===== src/rtl/kmul_pkg.sv =====
package kmul_pkg;

  // Magnitude of the difference of two unsigned values (up to 32 bits).
  function automatic logic [31:0] mag_diff(input logic [31:0] x, input logic [31:0] y);
    return (x >= y) ? (x - y) : (y - x);
  endfunction

  // True when x - y is negative.
  function automatic logic is_below(input logic [31:0] x, input logic [31:0] y);
    return x < y;
  endfunction

  // Sign of the middle product: the signs of (a_hi - a_lo) and (b_lo - b_hi) combined.
  function automatic logic mid_sign(input logic [31:0] a_hi, input logic [31:0] a_lo,
                                    input logic [31:0] b_hi, input logic [31:0] b_lo);
    return is_below(a_hi, a_lo) ^ is_below(b_lo, b_hi);
  endfunction

endpackage


===== src/rtl/kmul_split.sv =====
// One halving step: three operand pairs of half width plus the middle sign.
module kmul_split #(
  parameter int W = 32
) (
  input  logic [W-1:0]   a,
  input  logic [W-1:0]   b,
  output logic [W/2-1:0] hi_a,
  output logic [W/2-1:0] hi_b,
  output logic [W/2-1:0] md_a,
  output logic [W/2-1:0] md_b,
  output logic [W/2-1:0] lo_a,
  output logic [W/2-1:0] lo_b,
  output logic           md_neg
);
  import kmul_pkg::*;

  localparam int H = W / 2;

  logic [H-1:0] a_up, a_dn, b_up, b_dn;

  always_comb begin
    a_up   = a[W-1:H];
    a_dn   = a[H-1:0];
    b_up   = b[W-1:H];
    b_dn   = b[H-1:0];
    hi_a   = a_up;
    hi_b   = b_up;
    lo_a   = a_dn;
    lo_b   = b_dn;
    md_a   = H'(mag_diff(32'(a_up), 32'(a_dn)));
    md_b   = H'(mag_diff(32'(b_dn), 32'(b_up)));
    md_neg = mid_sign(32'(a_up), 32'(a_dn), 32'(b_up), 32'(b_dn));
  end

endmodule


===== src/rtl/kmul_base.sv =====
// Leaf array multiplier: sum of shifted, gated rows.
module kmul_base #(
  parameter int W = 8
) (
  input  logic [W-1:0]   a,
  input  logic [W-1:0]   b,
  output logic [2*W-1:0] p
);
  localparam int PW = 2 * W;

  logic [PW-1:0] row [W];

  for (genvar i = 0; i < W; i++) begin : g_row
    assign row[i] = b[i] ? (PW'(a) << i) : '0;
  end

  always_comb begin
    p = '0;
    for (int i = 0; i < W; i++) p = p + row[i];
  end

endmodule


===== src/rtl/kmul_merge.sv =====
// Recombination of three sub-products of width W into a 2W result, with two guard bits.
module kmul_merge #(
  parameter int W = 16
) (
  input  logic [W-1:0]     p_hi,
  input  logic [W-1:0]     p_mid,
  input  logic [W-1:0]     p_lo,
  input  logic             mid_neg,
  output logic [2*W+1:0]   ext
);
  localparam int SH = W / 2;
  localparam int EW = 2 * W + 2;

  logic [EW-1:0] e_hi, e_lo, e_mid, base, mid_sh;

  always_comb begin
    e_hi   = EW'(p_hi);
    e_lo   = EW'(p_lo);
    e_mid  = EW'(p_mid);
    base   = (e_hi << W) + (e_hi << SH) + (e_lo << SH) + e_lo;
    mid_sh = e_mid << SH;
    ext    = mid_neg ? (base - mid_sh) : (base + mid_sh);
  end

endmodule


===== src/rtl/kmul_top.sv =====
// Four-stage pipelined two-level three-product multiplier.
module kmul_top #(
  parameter int OPW = 32
) (
  input  logic             clk,
  input  logic             rst,
  input  logic             in_valid,
  input  logic [OPW-1:0]   in_a,
  input  logic [OPW-1:0]   in_b,
  output logic             out_valid,
  output logic [2*OPW-1:0] out_prod
);
  localparam int HW = OPW / 2;   // first-level half
  localparam int QW = HW / 2;    // leaf operand width
  localparam int PQ = 2 * QW;    // leaf product width
  localparam int PH = 2 * HW;    // first-level product width
  localparam int NP = 3;         // sub-products per level: 0 high, 1 middle, 2 low

  // ---------------- stage 1: first split ----------------
  logic [HW-1:0] c1_a [NP];
  logic [HW-1:0] c1_b [NP];
  logic          c1_neg;

  kmul_split #(.W(OPW)) u_split_top (
    .a(in_a), .b(in_b),
    .hi_a(c1_a[0]), .hi_b(c1_b[0]),
    .md_a(c1_a[1]), .md_b(c1_b[1]),
    .lo_a(c1_a[2]), .lo_b(c1_b[2]),
    .md_neg(c1_neg)
  );

  logic          s1_valid, s1_neg;
  logic [HW-1:0] s1_a [NP];
  logic [HW-1:0] s1_b [NP];

  always_ff @(posedge clk) begin
    if (rst) s1_valid <= 1'b0;
    else     s1_valid <= in_valid;
    s1_neg <= c1_neg;
    for (int i = 0; i < NP; i++) begin
      s1_a[i] <= c1_a[i];
      s1_b[i] <= c1_b[i];
    end
  end

  // ---------------- stage 2: second split ----------------
  logic [QW-1:0] c2_a [NP][NP];
  logic [QW-1:0] c2_b [NP][NP];
  logic          c2_neg [NP];

  for (genvar i = 0; i < NP; i++) begin : g_split
    kmul_split #(.W(HW)) u_split (
      .a(s1_a[i]), .b(s1_b[i]),
      .hi_a(c2_a[i][0]), .hi_b(c2_b[i][0]),
      .md_a(c2_a[i][1]), .md_b(c2_b[i][1]),
      .lo_a(c2_a[i][2]), .lo_b(c2_b[i][2]),
      .md_neg(c2_neg[i])
    );
  end

  logic          s2_valid, s2_neg_top;
  logic          s2_neg [NP];
  logic [QW-1:0] s2_a [NP][NP];
  logic [QW-1:0] s2_b [NP][NP];

  always_ff @(posedge clk) begin
    if (rst) s2_valid <= 1'b0;
    else     s2_valid <= s1_valid;
    s2_neg_top <= s1_neg;
    for (int i = 0; i < NP; i++) begin
      s2_neg[i] <= c2_neg[i];
      for (int j = 0; j < NP; j++) begin
        s2_a[i][j] <= c2_a[i][j];
        s2_b[i][j] <= c2_b[i][j];
      end
    end
  end

  // ---------------- stage 3: leaf products ----------------
  logic [PQ-1:0] c3_p [NP][NP];

  for (genvar i = 0; i < NP; i++) begin : g_leaf_i
    for (genvar j = 0; j < NP; j++) begin : g_leaf_j
      kmul_base #(.W(QW)) u_base (
        .a(s2_a[i][j]), .b(s2_b[i][j]), .p(c3_p[i][j])
      );
    end
  end

  logic          s3_valid, s3_neg_top;
  logic          s3_neg [NP];
  logic [PQ-1:0] s3_p [NP][NP];

  always_ff @(posedge clk) begin
    if (rst) s3_valid <= 1'b0;
    else     s3_valid <= s2_valid;
    s3_neg_top <= s2_neg_top;
    for (int i = 0; i < NP; i++) begin
      s3_neg[i] <= s2_neg[i];
      for (int j = 0; j < NP; j++) s3_p[i][j] <= c3_p[i][j];
    end
  end

  // ---------------- stage 4: two-level recombination ----------------
  logic [2*PQ+1:0] inner_ext [NP];
  logic [PQ*2-1:0] inner_p   [NP];
  logic [NP-1:0]   inner_spill;
  logic [2*PH+1:0] outer_ext;
  logic            outer_spill;

  for (genvar i = 0; i < NP; i++) begin : g_merge
    kmul_merge #(.W(PQ)) u_merge (
      .p_hi(s3_p[i][0]), .p_mid(s3_p[i][1]), .p_lo(s3_p[i][2]),
      .mid_neg(s3_neg[i]), .ext(inner_ext[i])
    );
    assign inner_p[i]     = inner_ext[i][2*PQ-1:0];
    assign inner_spill[i] = |inner_ext[i][2*PQ+1:2*PQ];
  end

  kmul_merge #(.W(PH)) u_merge_top (
    .p_hi(inner_p[0]), .p_mid(inner_p[1]), .p_lo(inner_p[2]),
    .mid_neg(s3_neg_top), .ext(outer_ext)
  );
  assign outer_spill = |outer_ext[2*PH+1:2*PH];

  always_ff @(posedge clk) begin
    if (rst) out_valid <= 1'b0;
    else     out_valid <= s3_valid;
    out_prod <= outer_ext[2*PH-1:0];
  end

  // ---------------- assertions ----------------
  logic [2:0] since_rst;
  always_ff @(posedge clk) begin
    if (rst)                 since_rst <= '0;
    else if (since_rst != 3'd4) since_rst <= since_rst + 3'd1;
  end

  assert_no_overflow_R8: assert property (@(posedge clk) disable iff (rst)
    s3_valid |-> (inner_spill == '0) && !outer_spill);

  assert_latency_R2: assert property (@(posedge clk) disable iff (rst)
    (since_rst == 3'd4) |-> (out_valid == $past(in_valid, 4)));

  assert_product_R1: assert property (@(posedge clk) disable iff (rst)
    (since_rst == 3'd4 && out_valid) |->
      (out_prod == (2*OPW)'($past(in_a, 4)) * (2*OPW)'($past(in_b, 4))));

  assert_mid_bound_R5: assert property (@(posedge clk) disable iff (rst)
    s1_valid |-> (s1_a[1] <= s1_a[0] || s1_a[1] <= s1_a[2]) &&
                 (s1_b[1] <= s1_b[0] || s1_b[1] <= s1_b[2]));

  assert_equal_halves_R4: assert property (@(posedge clk) disable iff (rst)
    (s1_valid && s1_a[0] == s1_a[2]) |-> (s1_a[1] == '0));

  assert_reset_clear_R7: assert property (@(posedge clk)
    rst |=> !out_valid);

endmodule


===== config.mk =====
export PLATFORM = sky130hd
export DESIGN_NAME = kmul_top
export DESIGN_NICKNAME = d
export VERILOG_FILES = /design/src/rtl/kmul_pkg.sv /design/src/rtl/kmul_split.sv /design/src/rtl/kmul_base.sv /design/src/rtl/kmul_merge.sv /design/src/rtl/kmul_top.sv
export SDC_FILE = /design/constraint.sdc
export NUM_CORES = 2
export LEC_CHECK = 0
export ABC_AREA = 1
export BUFFER_PORTS_ARGS = -buffer_cell sky130_fd_sc_hd__buf_4
export CAP_MARGIN = 20
export CORE_MARGIN = 2
export CORE_UTILIZATION = 55
export CTS_BUF_LIST = sky130_fd_sc_hd__clkbuf_16
export CTS_CLUSTER_DIAMETER = 100
export DETAILED_ROUTE_END_ITERATION = 10
export GPL_TIMING_DRIVEN = 0
export PLACE_DENSITY_LB_ADDON = 0.25
export REMOVE_ABC_BUFFERS = 1
export SLEW_MARGIN = 40
export SYNTH_ARGS = -nofsm -noshare
export SYNTH_HDL_FRONTEND = slang
export SYNTH_HIERARCHICAL = 1
export SYNTH_SLANG_ARGS = --single-unit

===== constraint.sdc =====
create_clock -name clk -period 18.6 [get_ports clk]
set_input_delay 1.86 -clock clk [delete_from_list [all_inputs] [get_ports clk]]
set_output_delay 1.86 -clock clk [all_outputs]
set_load 0.01 [all_outputs]

== Yosys cells after proc, flatten, opt, wreduce, memory -nomap -nowiden ==
Memory sizes are Yosys's and may differ from the RTL's.
Cells that the tools add are included.

* Output and inout bits: 65
* Logic and storage cells: 218
* Memory bits (writable): 390
* Input bits: 67
* Memories kept: 7
* Register bits after elaboration: 71

{| class="wikitable"
|+ Memories
! name !! words !! width !! read ports !! clocked after memory_dff !! write ports !! line !! text
|-
| s3_p || 3 || 48 || 3 || 0 || 3 || kmul_top.sv:92 || <nowiki>logic [PQ-1:0] s3_p [NP][NP];</nowiki>
|-
| s2_a || 3 || 24 || 3 || 0 || 3 || kmul_top.sv:63 || <nowiki>logic [QW-1:0] s2_a [NP][NP];</nowiki>
|-
| s2_b || 3 || 24 || 3 || 0 || 3 || kmul_top.sv:64 || <nowiki>logic [QW-1:0] s2_b [NP][NP];</nowiki>
|-
| s1_a || 3 || 16 || 3 || 0 || 3 || kmul_top.sv:33 || <nowiki>logic [HW-1:0] s1_a [NP];</nowiki>
|-
| s1_b || 3 || 16 || 3 || 0 || 3 || kmul_top.sv:34 || <nowiki>logic [HW-1:0] s1_b [NP];</nowiki>
|-
| s2_neg || 3 || 1 || 3 || 0 || 3 || kmul_top.sv:62 || <nowiki>logic s2_neg [NP];</nowiki>
|-
| +1 memories || -- || -- || -- || -- || -- || -- ||
|}

* Add/subtract/negate cells: 99
* Bitwise logic cells: 4
* Mux-type cells: 84
* Magnitude comparators: 16

{| class="wikitable"
|+ Operator list
! operator !! count
|-
| $add A16 B16 Y16 || 27
|-
| $add A32 B24 Y32 || 9
|-
| $add A64 B48 Y64 || 3
|-
| $add A16 B12 Y16 || 9
|-
| $add A16 B13 Y16 || 9
|-
| $add A16 B14 Y16 || 9
|-
| $add A16 B15 Y16 || 9
|-
| $mux W15 || 9
|-
| $mux W14 || 9
|-
| $mux W8 || 15
|-
| $mux W13 || 9
|-
| $mux W12 || 9
|-
| $mux W11 || 9
|-
| $add A32 B16 Y32 || 3
|-
| $mux W32 || 3
|-
| $sub A32 B24 Y32 || 3
|-
| $sub A8 B8 Y8 || 12
|-
| $mux W10 || 9
|-
| $mux W9 || 9
|-
| $add A64 B32 Y64 || 1
|-
| $mux W64 || 1
|-
| $sub A16 B16 Y16 || 4
|-
| $sub A64 B48 Y64 || 1
|-
| $ge A8 B8 Y1 || 6
|-
| 5 further kinds || 16
|}

== Depth between registers and ports, before layout ==
An unclocked memory read counts as a cell.

* Depth in word-level cells: 11
* Mapped depth: 60
* Mapped depth without buffers: 60

== By module ==
Netlist, hierarchy kept.

{| class="wikitable"
|+ By module, submodules not included
! module !! cells an instance !! instances !! area each (µm²) !! sequential area each (µm²)
|-
| kmul_top || 469 || 1 || 9258.9 || 9228.9
|-
| kmul_merge at u_merge_top || 1540 || 1 || 8695.8 || 0.0
|-
| kmul_merge at g_merge[1].u_merge ... || 636 || 2 || 3771.1 || 0.0
|-
| kmul_base at g_leaf_i[2].g_leaf_j[0].u_base ... || 329 || 3 || 2203.4 || 0.0
|-
| kmul_base at g_leaf_i[0].g_leaf_j[0].u_base ... || 325 || 3 || 2180.8 || 0.0
|-
| kmul_split at u_split_top || 904 || 1 || 4835.9 || 0.0
|-
| kmul_split at g_split[0].u_split ... || 341 || 2 || 1925.6 || 0.0
|-
| kmul_merge at g_merge[0].u_merge || 635 || 1 || 3784.9 || 0.0
|-
| kmul_base at g_leaf_i[1].g_leaf_j[0].u_base || 329 || 1 || 2192.1 || 0.0
|-
| kmul_base at g_leaf_i[1].g_leaf_j[2].u_base || 325 || 1 || 2182.1 || 0.0
|-
| kmul_base at g_leaf_i[1].g_leaf_j[1].u_base || 322 || 1 || 2174.6 || 0.0
|-
| kmul_split at g_split[2].u_split || 341 || 1 || 1933.1 || 0.0
|}

== Least setup slack after synthesis ==
OpenSTA, ideal clock, no wires.

* Path kind: register to register
* Start point: mem s3_p[0][40] (netlist name)
* End point: reg out_prod[59]
* Path slack: 10.480 ns
* Data required time: 18.528 ns
* Stages on the path, launching flop included: 51
* Arrival: 8.049 ns
* Library setup time: 0.072 ns
* Clock period less this slack: 8.120 ns
* Path buffers: 0
* Cells stage by stage: dfxtp_1 ha_1 inv_1 fa_1 inv_1 nand3_1 nand3_1 nand2_1 nand2_1 xor2_1 ha_1 ha_1 a21o_1 a21boi_0 o21ai_0 a21oi_1 xor2_1 ha_1 [15 not listed] a21o_1 nor2_1 nor2_1 nor2_1 o21ai_0 a21oi_1 nand2_2 xor2_1 ha_1 nand2_1 nor2_1 inv_1 nor4_1 nand3b_1 nand3_1 nand2_1 nand3_1 xor2_1

{| class="wikitable"
|+ RTL lines
! element !! line !! text
|-
| start: declaration || kmul_top.sv:92 ||
|-
| end signal: assignment || kmul_top.sv:129 || <nowiki>out_prod <= outer_ext[2*PH-1:0];</nowiki>
|-
| end: declaration || kmul_top.sv:11 || <nowiki>output logic [2*OPW-1:0] out_prod</nowiki>
|}

==> run summary <==
final setup violating endpoints - 0
Crit. End Element - flop
IO Port Bufs - 131
grt ovf - 0
per-cell routed wire length - 15.2 µm
post-cts gate resize count - 0
Die Width - 332 µm
CTS tree - done
Ports - 132
Worst-Skew Late Latency - 670 ps
Netlist Area Pre-Place - 59000 µm²
final HPWL from detailed placement - 131000 µm
Hold Path Depth - 0
Hold Vio Cnt, Final - 0
Routed WL - 151000 µm
Core Box Area - 107000 µm²
Critical Path AT - 10600 ps
Critical Path RT - 19160 ps
first drt pass iteration count - 6
CP max-delay cell - xor2_1
largest net degree at the start of global routing - 31
FF-to-FF path depth - 50
area delta synth->final - 3.56%
clock sinks - 461
Setup TNS - 0 ps
Reg-to-Reg End - out_prod[59]
Initial DRC Count - 3532
Crit Path Max Fanout - 6
initial core utilization - 55.3%
r2r startpoint - s3_p[0][40]
vias - 50900
layout cells sized above 1 - 5.49%
syn_area_per_cell - 6.81 µm²
Std-Cell Rows - 120
Slew Limit Fails - 0
post-route ant nets - 0
Max H-tree Level - 2
DRC Markers - 0
clk_skew - 47.7 ps
final cycle utilization of the critical path - 54.0%
initial antenna violation count - 4
HP Class - flop to flop
first-pass GRT wire length - 246000 µm
CTS Hold Bufs - 0
Final GP Congestion - 1.03
Worst slew margin - 34.4%
most used cell, CP - ha_1
final net count - 9657
Gate Count Post-Synth - 8670
vias in the first global route - 48900
total track usage - 27.3%
fillers - 10300
Via density - 5.13
Die Ht - 332 µm
CP peak stage delay - 490 ps
Max clock buf depth - 3
Clock Root Buffer - clkbuf_16
RSZ-0062 raised after global routing - false
critical path type - flop to flop
Worst-Margin Slew - 980 ps
Worst setup SP type - flop
HP Start - s1_neg
clock-pin slew on the worst setup and hold paths - 60 ps
DIE AREA - 110000 µm²
clock buffer count from CTS - 51
FF-to-FF setup slack - 8560 ps
hold endpoint - s2_neg_top
synth warn - 6
outcome - complete, no violations
postcts setup bufs - 0
Max-Cap Viols - 0
f_max - 0.0996 GHz
post-route minimum period - 10040 ps
worst max path at each step:
stage	start	to	slack [ps]	depth (start not counted)
after global routing	s3_p[0][40]	out_prod[59]	7620	55
after CTS	s3_p[0][40]	out_prod[59]	8690	50
after detailed placement	s3_p[0][40]	out_prod[59]	8740	50
after floorplan	s3_p[0][40]	out_prod[59]	10500	50
final	s3_p[0][40]	out_prod[59]	8560	50
after global placement	s3_p[0][40]	out_prod[59]	8720	50
metrics by stage:
step                      hold WS (ps)  cell area (µm²)  instances  util, %  setup slack (ps)
after floorplan                    310            56700       8290        -             10500
after global placement             314            59400       9824     55.7              8720
after detailed placement           336            59500       9824     55.7              8740
after CTS                          318            61100       9916     57.2              8690
after global routing               330            61100       9916     57.2              7620
final                              313            61100       9917     57.2              8560
metal layers:
metal / global-route usage [%] / part of all wire [%] / up-vias
met5: 0 / 0 / -
met4: 10.8 / 4.3 / 0
met3: 2.88 / 5.4 / 267
met2: 44.8 / 44 / 1423
met1: 37.0 / 46 / 23200
li1: - / - / 26000
critical path, delay by kind of cell, from the launching register on:
family	cells	cell delay [ps]
AOI/OAI and AO/OA	8	1460
xor gates and xnor gates	6	1470
adders and majority gates	9	3180
buffers and inverters	5	430
DFF	1	470
and+or+nand+nor	22	2910
cell usage in the layout (no fill, tap or decap), drive strengths merged, types with 2 or more instances in the layout:
cell	n
nand2	2617
a31oi	39
buf	131
nor3	47
xor2	300
clkinvlp	4
and2	5
fa	374
dfxtp	461
o31ai	2
or2	30
nor2	495
o21bai	31
a21boi	11
nand4	102
nor4	6
o21a	16
xnor2	131
and3	4
bufinv	2
nand3b	45
a21o	41
ha	742
nand3	467
o21ai	181
clkinv	17
inv	1750
clkbuf	51
o221ai	9
a21oi	394
a221oi	3
registers in the layout, summed over array words and instances, names as in the netlist:
register and flops:
s2_a 72, s3_p 144, s1_a 48, s2_b 72, s3_neg_top 1, s1_b 48
s2_neg_top 1, s1_valid 1, s2_valid 1, out_valid 1, s2_neg 3, out_prod 64
s3_neg 3, s3_valid 1, s1_neg 1
cell type report:
type                    count  area [µm²]  share of cell area (%)
well taps                1403        1760                    2.87
clock buffers              51        1280                    2.09
diodes                      1        2.50                 0.00410
flip-flops and latches    461        9230                    15.1
multi-input cells        6097       41000                    67.0
clock inverters            41         369                   0.604
repair buffers            131         983                    1.61
inverters                1732        6520                    10.7
Power is left out: the tool's default activity adds up to more than one toggle a clock period on the data nets, which glitch-free logic cannot reach.
